[src/rtl/refresh_sched_pkg.sv]
`timescale 1ns/1ps
package refresh_sched_pkg;

  typedef enum logic [1:0] {
    CMD_NONE    = 2'd0,
    CMD_PREALL  = 2'd1,
    CMD_REFRESH = 2'd2,
    CMD_SRENTER = 2'd3
  } cmdKind_e;

  typedef enum logic [2:0] {
    ST_IDLE,
    ST_PRE_REQ,
    ST_PRE_WAIT,
    ST_REF_REQ,
    ST_RFC_WAIT,
    ST_SR_REQ,
    ST_SELF,
    ST_XS_WAIT
  } schedState_e;

  // strobes from control to datapath
  typedef struct packed {
    logic tickEn;   // interval timer runs
    logic debtDec;  // refresh granted
    logic debtClr;  // self refresh entered
    logic loadRp;   // start precharge wait
    logic loadRfc;  // start refresh cycle wait
    logic xsClr;    // restart exit lockout timer
  } ctrlStrobe_t;

endpackage

[src/rtl/refresh_sched_dp.sv]
`timescale 1ns/1ps
module refresh_sched_dp
  import refresh_sched_pkg::*;
#(
  parameter int IW        = 16,
  parameter int DEBT_MAX  = 8,
  parameter int TRP_CYC   = 5,
  parameter int TRFC_CYC  = 18,
  parameter int TXSNR_CYC = 19,
  parameter int TXSRD_CYC = 200,
  localparam int DW       = $clog2(DEBT_MAX + 1)
) (
  input  logic          clk,
  input  logic          rstN,
  input  logic [IW-1:0] intervalCycles,
  input  ctrlStrobe_t   strobe,
  output logic [DW-1:0] debt,
  output logic          waitDone,
  output logic          nonReadDone,
  output logic          readDone
);

  localparam int WAIT_MAX = (TRP_CYC > TRFC_CYC) ? TRP_CYC : TRFC_CYC;
  localparam int WW       = $clog2(WAIT_MAX + 1);
  localparam int XW       = $clog2(TXSRD_CYC + 1);
  localparam logic [DW-1:0] DEBT_TOP = DW'(DEBT_MAX);
  localparam logic [WW-1:0] RP_LOAD  = WW'(TRP_CYC - 2);
  localparam logic [WW-1:0] RFC_LOAD = WW'(TRFC_CYC - 2);
  localparam logic [XW-1:0] XS_TOP   = XW'(TXSRD_CYC);
  localparam logic [XW-1:0] XS_NR    = XW'(TXSNR_CYC);

  logic [IW-1:0] intervalCnt;
  logic [WW-1:0] waitCnt;
  logic [XW-1:0] xsCnt;
  logic          tick;

  assign tick = strobe.tickEn && (intervalCnt >= (intervalCycles - 1'b1));

  always_ff @(posedge clk or negedge rstN) begin
    if (!rstN)               intervalCnt <= '0;
    else if (!strobe.tickEn) intervalCnt <= '0;
    else if (tick)           intervalCnt <= '0;
    else                     intervalCnt <= intervalCnt + 1'b1;
  end

  always_ff @(posedge clk or negedge rstN) begin
    if (!rstN) begin
      debt <= '0;
    end else if (strobe.debtClr) begin
      debt <= '0;
    end else if (tick && !strobe.debtDec) begin
      if (debt != DEBT_TOP) debt <= debt + 1'b1;
    end else if (!tick && strobe.debtDec) begin
      if (debt != '0) debt <= debt - 1'b1;
    end
  end

  always_ff @(posedge clk or negedge rstN) begin
    if (!rstN)                waitCnt <= '0;
    else if (strobe.loadRp)   waitCnt <= RP_LOAD;
    else if (strobe.loadRfc)  waitCnt <= RFC_LOAD;
    else if (waitCnt != '0)   waitCnt <= waitCnt - 1'b1;
  end

  assign waitDone = (waitCnt == '0);

  always_ff @(posedge clk or negedge rstN) begin
    if (!rstN)              xsCnt <= XS_TOP;
    else if (strobe.xsClr)  xsCnt <= '0;
    else if (xsCnt != XS_TOP) xsCnt <= xsCnt + 1'b1;
  end

  assign nonReadDone = (xsCnt >= XS_NR);
  assign readDone    = (xsCnt >= XS_TOP);

endmodule

[src/rtl/refresh_sched_ctrl.sv]
`timescale 1ns/1ps
module refresh_sched_ctrl
  import refresh_sched_pkg::*;
(
  input  logic        clk,
  input  logic        rstN,
  input  logic        grant,
  input  logic        allBanksIdle,
  input  logic        lowPowerReq,
  input  logic        debtNonZero,
  input  logic        waitDone,
  input  logic        nonReadDone,
  output ctrlStrobe_t strobe,
  output logic        cmdReq,
  output cmdKind_e    cmdKind,
  output logic        cke
);

  schedState_e state, stateNext;

  function automatic schedState_e pickWork(input logic lp, input logic owed,
                                           input logic idle);
    if (!(lp || owed)) return ST_IDLE;
    if (!idle)         return ST_PRE_REQ;
    if (lp)            return ST_SR_REQ;
    return ST_REF_REQ;
  endfunction

  always_comb begin
    stateNext = state;
    unique case (state)
      ST_IDLE:     stateNext = pickWork(lowPowerReq, debtNonZero, allBanksIdle);
      ST_PRE_REQ:  if (grant) stateNext = ST_PRE_WAIT;
      ST_PRE_WAIT: if (waitDone)
                     stateNext = pickWork(lowPowerReq, debtNonZero, allBanksIdle);
      ST_REF_REQ:  if (grant)            stateNext = ST_RFC_WAIT;
                   else if (lowPowerReq) stateNext = ST_SR_REQ;
      ST_RFC_WAIT: if (waitDone)
                     stateNext = pickWork(lowPowerReq, debtNonZero, allBanksIdle);
      ST_SR_REQ:   if (grant) stateNext = ST_SELF;
      ST_SELF:     if (!lowPowerReq) stateNext = ST_XS_WAIT;
      ST_XS_WAIT:  if (nonReadDone)
                     stateNext = pickWork(lowPowerReq, debtNonZero, allBanksIdle);
      default:     stateNext = ST_IDLE;
    endcase
  end

  always_ff @(posedge clk or negedge rstN) begin
    if (!rstN) state <= ST_IDLE;
    else       state <= stateNext;
  end

  always_comb begin
    strobe         = '0;
    strobe.tickEn  = (state != ST_SELF);
    strobe.debtDec = (state == ST_REF_REQ) && grant;
    strobe.debtClr = (state == ST_SR_REQ) && grant;
    strobe.loadRp  = (state == ST_PRE_REQ) && grant;
    strobe.loadRfc = (state == ST_REF_REQ) && grant;
    strobe.xsClr   = (state == ST_SELF) || ((state == ST_SR_REQ) && grant);
  end

  always_comb begin
    unique case (state)
      ST_PRE_REQ: cmdKind = CMD_PREALL;
      ST_REF_REQ: cmdKind = CMD_REFRESH;
      ST_SR_REQ:  cmdKind = CMD_SRENTER;
      default:    cmdKind = CMD_NONE;
    endcase
  end

  assign cmdReq = (cmdKind != CMD_NONE);
  assign cke    = (state != ST_SELF);

endmodule

[src/rtl/refresh_sched.sv]
`timescale 1ns/1ps
module refresh_sched
  import refresh_sched_pkg::*;
#(
  parameter int IW        = 16,
  parameter int DEBT_MAX  = 8,
  parameter int TRP_CYC   = 5,
  parameter int TRFC_CYC  = 18,
  parameter int TXSNR_CYC = 19,
  parameter int TXSRD_CYC = 200,
  localparam int DW       = $clog2(DEBT_MAX + 1)
) (
  input  logic          clk,
  input  logic          rstN,
  input  logic [IW-1:0] intervalCycles,
  input  logic          allBanksIdle,
  input  logic          lowPowerReq,
  input  logic          grant,
  output logic          cmdReq,
  output logic [1:0]    cmdKind,
  output logic          urgent,
  output logic [DW-1:0] debt,
  output logic          cke,
  output logic          nonReadOk,
  output logic          readOk
);

  ctrlStrobe_t strobe;
  cmdKind_e    kindEnum;
  logic        waitDone;
  logic        nonReadDone;
  logic        readDone;

  refresh_sched_ctrl u_ctrl (
    .clk          (clk),
    .rstN         (rstN),
    .grant        (grant),
    .allBanksIdle (allBanksIdle),
    .lowPowerReq  (lowPowerReq),
    .debtNonZero  (debt != '0),
    .waitDone     (waitDone),
    .nonReadDone  (nonReadDone),
    .strobe       (strobe),
    .cmdReq       (cmdReq),
    .cmdKind      (kindEnum),
    .cke          (cke)
  );

  refresh_sched_dp #(
    .IW        (IW),
    .DEBT_MAX  (DEBT_MAX),
    .TRP_CYC   (TRP_CYC),
    .TRFC_CYC  (TRFC_CYC),
    .TXSNR_CYC (TXSNR_CYC),
    .TXSRD_CYC (TXSRD_CYC)
  ) u_dp (
    .clk            (clk),
    .rstN           (rstN),
    .intervalCycles (intervalCycles),
    .strobe         (strobe),
    .debt           (debt),
    .waitDone       (waitDone),
    .nonReadDone    (nonReadDone),
    .readDone       (readDone)
  );

  assign cmdKind   = kindEnum;
  assign urgent    = (debt == DW'(DEBT_MAX));
  assign nonReadOk = nonReadDone;
  assign readOk    = readDone;

endmodule

[config.mk]
export PLATFORM = sky130hd
export DESIGN_NAME = refresh_sched
export DESIGN_NICKNAME = d
export VERILOG_FILES = /design/src/rtl/refresh_sched_pkg.sv /design/src/rtl/refresh_sched_dp.sv /design/src/rtl/refresh_sched_ctrl.sv /design/src/rtl/refresh_sched.sv
export SDC_FILE = /design/constraint.sdc
export NUM_CORES = 1
export LEC_CHECK = 0
export BUFFER_PORTS_ARGS = -buffer_cell sky130_fd_sc_hd__buf_2
export CORE_ASPECT_RATIO = 0.7
export CORE_UTILIZATION = 41
export CTS_CLUSTER_DIAMETER = 80
export DETAILED_ROUTE_END_ITERATION = 8
export PLACE_DENSITY_LB_ADDON = 0.25
export SYNTH_ARGS = -nofsm -noshare
export SYNTH_HDL_FRONTEND = slang
export SYNTH_SLANG_ARGS = --single-unit
export TNS_END_PERCENT = 100
[constraint.sdc]
create_clock -name clk -period 3.16 [get_ports clk]
set_input_delay 0.316 -clock clk [delete_from_list [all_inputs] [get_ports clk]]
set_output_delay 0.316 -clock clk [all_outputs]
set_load 0.01 [all_outputs]
==> flow_summary.yaml <==
routing:
  totalWireLength_um: 5858
  drc_errors: 0
  ant_nets: 0
  wire_per_inst_um: 12.76
  first_iter_violations: 99
  vias: 2333
  drt_first_pass_iters: 4
  routed_via_density: 5.083
timing:
  setup_violations: 11
  fin_hold_ws_ns: 0.1193
  fmax_mhz: 243.6
  finalHoldViolCount: 0
  setup_ws_ns: -0.9446
  finClkSkew_ns: 0.007088
  rsz0062_at_grt: "yes"
  min_period_ns: 4.105
  period_share: 1.299
  drv_slew: 0
  relSlewSlack: 0.4556
  worst_pin_slew_ns: 0.8167
cts:
  cts_buffer_depth: 2
  cts.sinks: 36
  clock_latency_ns: 0.29
  ctsHoldBuffers: 0
  clk_pin_slew_worst_paths_ns: 0.07
  cts_tree: "built"
  h-tree-depth: 2
  root_buffer: "clkbuf_8"
  numCtsBuffers: 5
critical_path:
  arrival_ns: 4.28
  cp_slowest_cell: "or4_1"
  crit_type: "primary input to register"
  r2r_setup_slack_ns: 0.03
  timing.critical_path.slowest_cell_delay_ns: 0.51
  worstPathMaxFanout: 3
  crit_path_end_kind: "register"
  crit_chain: "buf_6 -> or3_4 -> nor3_4 -> nand2b_1 -> or4_4 -> xor2_1 -> ha_1 -> and4_4 -> o31ai_2 -> or4_1 -> o211ai_2 -> nand2_2 -> ha_1 -> a21o_1 -> a21oi_2 -> nand3_1 -> mux4_2 -> and2_1"
  r2r-end: "u_dp.debt[3]"
  crit_path_frequent_cell: "ha_1"
  critPathRequiredTime_ns: 3.33
  setup.worst_path.start_class: "primary input"
  reg2reg_from: "u_dp.intervalCnt[10]"
  ff2ff_path_depth: 12
floorplanning:
  core-area_um2: 6306
  rows: 24
  ios: 32
  dieWidth_um: 99.00
  die_h_um: 69.90
  die_area_um2: 6919
  initial_core_util: 0.4282
yosys:
  yosysUniqueCellTypes: 53
  ys.flop_type: "dfrtp_1"
  ys_ff_latch: 36
  netlist_area_um2: 2700
  synth_warnings: 0
  yosys.area.top_type: "dfrtp_1"
  yosysSeqAreaShare: 0.3350
  syn_avg_cell_area_um2: 9.061
  synthCells: 298
  synth-edff-count: 0
  netlist.area_leader.share: 0.3058
  synth.area.top_cells: "dfrtp_1 31%, ha_1 11%, xnor2_1 7.1%"
  syn-num-nets: 344
  synthArstFlopShare: 1.000
global_route:
  grt_max_degree: 37
  antenna_found_initial: 0
  grt_first_pass_wirelength_um: 10200
  grt-ovfl-total: 0
  grt_pass1_vias: 2162
  grt_usage: 0.1833
layout:
  area_growth_pct: 29.29
  layout_common_cells: "45 x buf_4, 40 x nor2_1, 33 x dfrtp_1"
  final_nets: 426
  multi_input_area_um2: 1789
  fill_cells: 574
  utilization: 0.5536
  num_antenna_cells: 0
  final-seq-area_um2: 904.6
  mostFrequentLayoutCell: "buf_4"
  drive_gt1_frac: 0.3097
power_and_ir_drop:
  ir_drop_mv: 0.3607
  p_per_area_nw_per_um2: 577.5
  p_total_w: 0.002016
  p_leak_nw: 1.693
run_status:
  status: "complete, but fails checks"
  failed_checks: "negative setup slack"
placement:
  portBuffers: 31
  routabilityCongestion: 0.8295
  dp_worst_setup_slack_ns: -1.280
  hpwl_um: 4413
hold_path:
  min_path_type: "primary input to async pin"
run:
  drv_cap: 0
-- how the worst max path moves through the flow --
stage	start	to	slack (ns)	cells past startpoint
floorplan	intervalCycles[4]	u_dp.debt[3]	-1.09	17
global placement	intervalCycles[4]	u_dp.debt[3]	-1.17	18
detailed placement	intervalCycles[4]	u_dp.debt[3]	-1.28	18
CTS	intervalCycles[4]	u_dp.debt[3]	-0.94	18
global route	intervalCycles[4]	u_dp.debt[3]	-1.13	18
finish	intervalCycles[4]	u_dp.debt[3]	-0.94	18
-- worst max-delay path, delay by kind of cell --
family	cells	cell delay [ns]
buffers and inverters	1	0.09
adders and majority gates	2	0.59
xor gates and xnor gates	1	0.16
AOI/OAI and AO/OA	4	0.46
muxes	1	0.47
and+or+nand+nor	9	2.18
-- power by group --
group / total (W) / internal [W] / switching [W] / leakage (nW)
Sequential: 0.000729 / 0.000586 / 0.000143 / 0.463
Combinational: 0.000965 / 0.000466 / 0.000499 / 1.19
Clock: 0.000322 / 0.000155 / 0.000167 / 0.0422
Total: 0.00202 / 0.00121 / 0.000809 / 1.69
-- area by class of cell --
type	count	area share
multi-input combinational	241	0.5125
sequential	36	0.2591
timing repair buffer	81	0.1609
tap	78	0.02796
clock buffer	7	0.02186
inverter	15	0.01613
clock inverter	1	0.001434
-- timing repair --
item	4_1_cts	5_1_grt
endpoints found under the setup margin	20	20
pin swaps	4	1
buffers inserted	4	1
resized for setup	12	9
-- cells in the mapped netlist, types with 4 or more instances --
cell type	number
xor2_1	17
nor2_1	44
inv_1	15
nand4_1	4
o21ai_0	8
nor2b_1	4
xnor2_1	22
ha_1	24
a21oi_1	12
clkbuf_1	4
and3_1	6
nand3_1	16
nand2b_1	5
nand2_1	20
dfrtp_1	33
mux2i_1	6
nor3_1	8
-- kinds of logic after synthesis --
family	after synthesis	share of synthesized area
AO/OA/AOI/OAI	36	0.08805
XOR/XNOR	39	0.1265
adder cells (fa/ha/maj)	25	0.1186
buffers and inverters	21	0.03104
flip-flops	36	0.3350
multiplexers	9	0.04032
AND/OR/NAND/NOR	132	0.2604
-- registers in the layout, indices dropped and copies added, names as in the netlist --
signal            cells
u_dp.intervalCnt     16
u_dp.xsCnt            8
u_dp.waitCnt          5
u_dp.debt             4
u_ctrl.state          3
-- per-stage QoR --
step | setup TNS [ns] | instance area, um^2 | std cells
final | -2.228 | 3491 | 459
after floorplan | -3.564 | 2743 | 298
after detailed placement | -10.33 | 3311 | 448
after global routing | -5.107 | 3491 | 459
after CTS | -2.608 | 3470 | 460
after global placement | -9.391 | 3311 | 448
-- routing by layer --
layer  routed length [um]  global-route usage  vias to the layer above
li1                     -                   -                     1201
met1                 3158              0.2884                     1112
met2                 2547              0.2595                       15
met3                  114             0.03303                        5
met4                   38             0.03483                        0
met5                    0                   0                        -
Note: power is estimated with default switching activity, not from simulation.
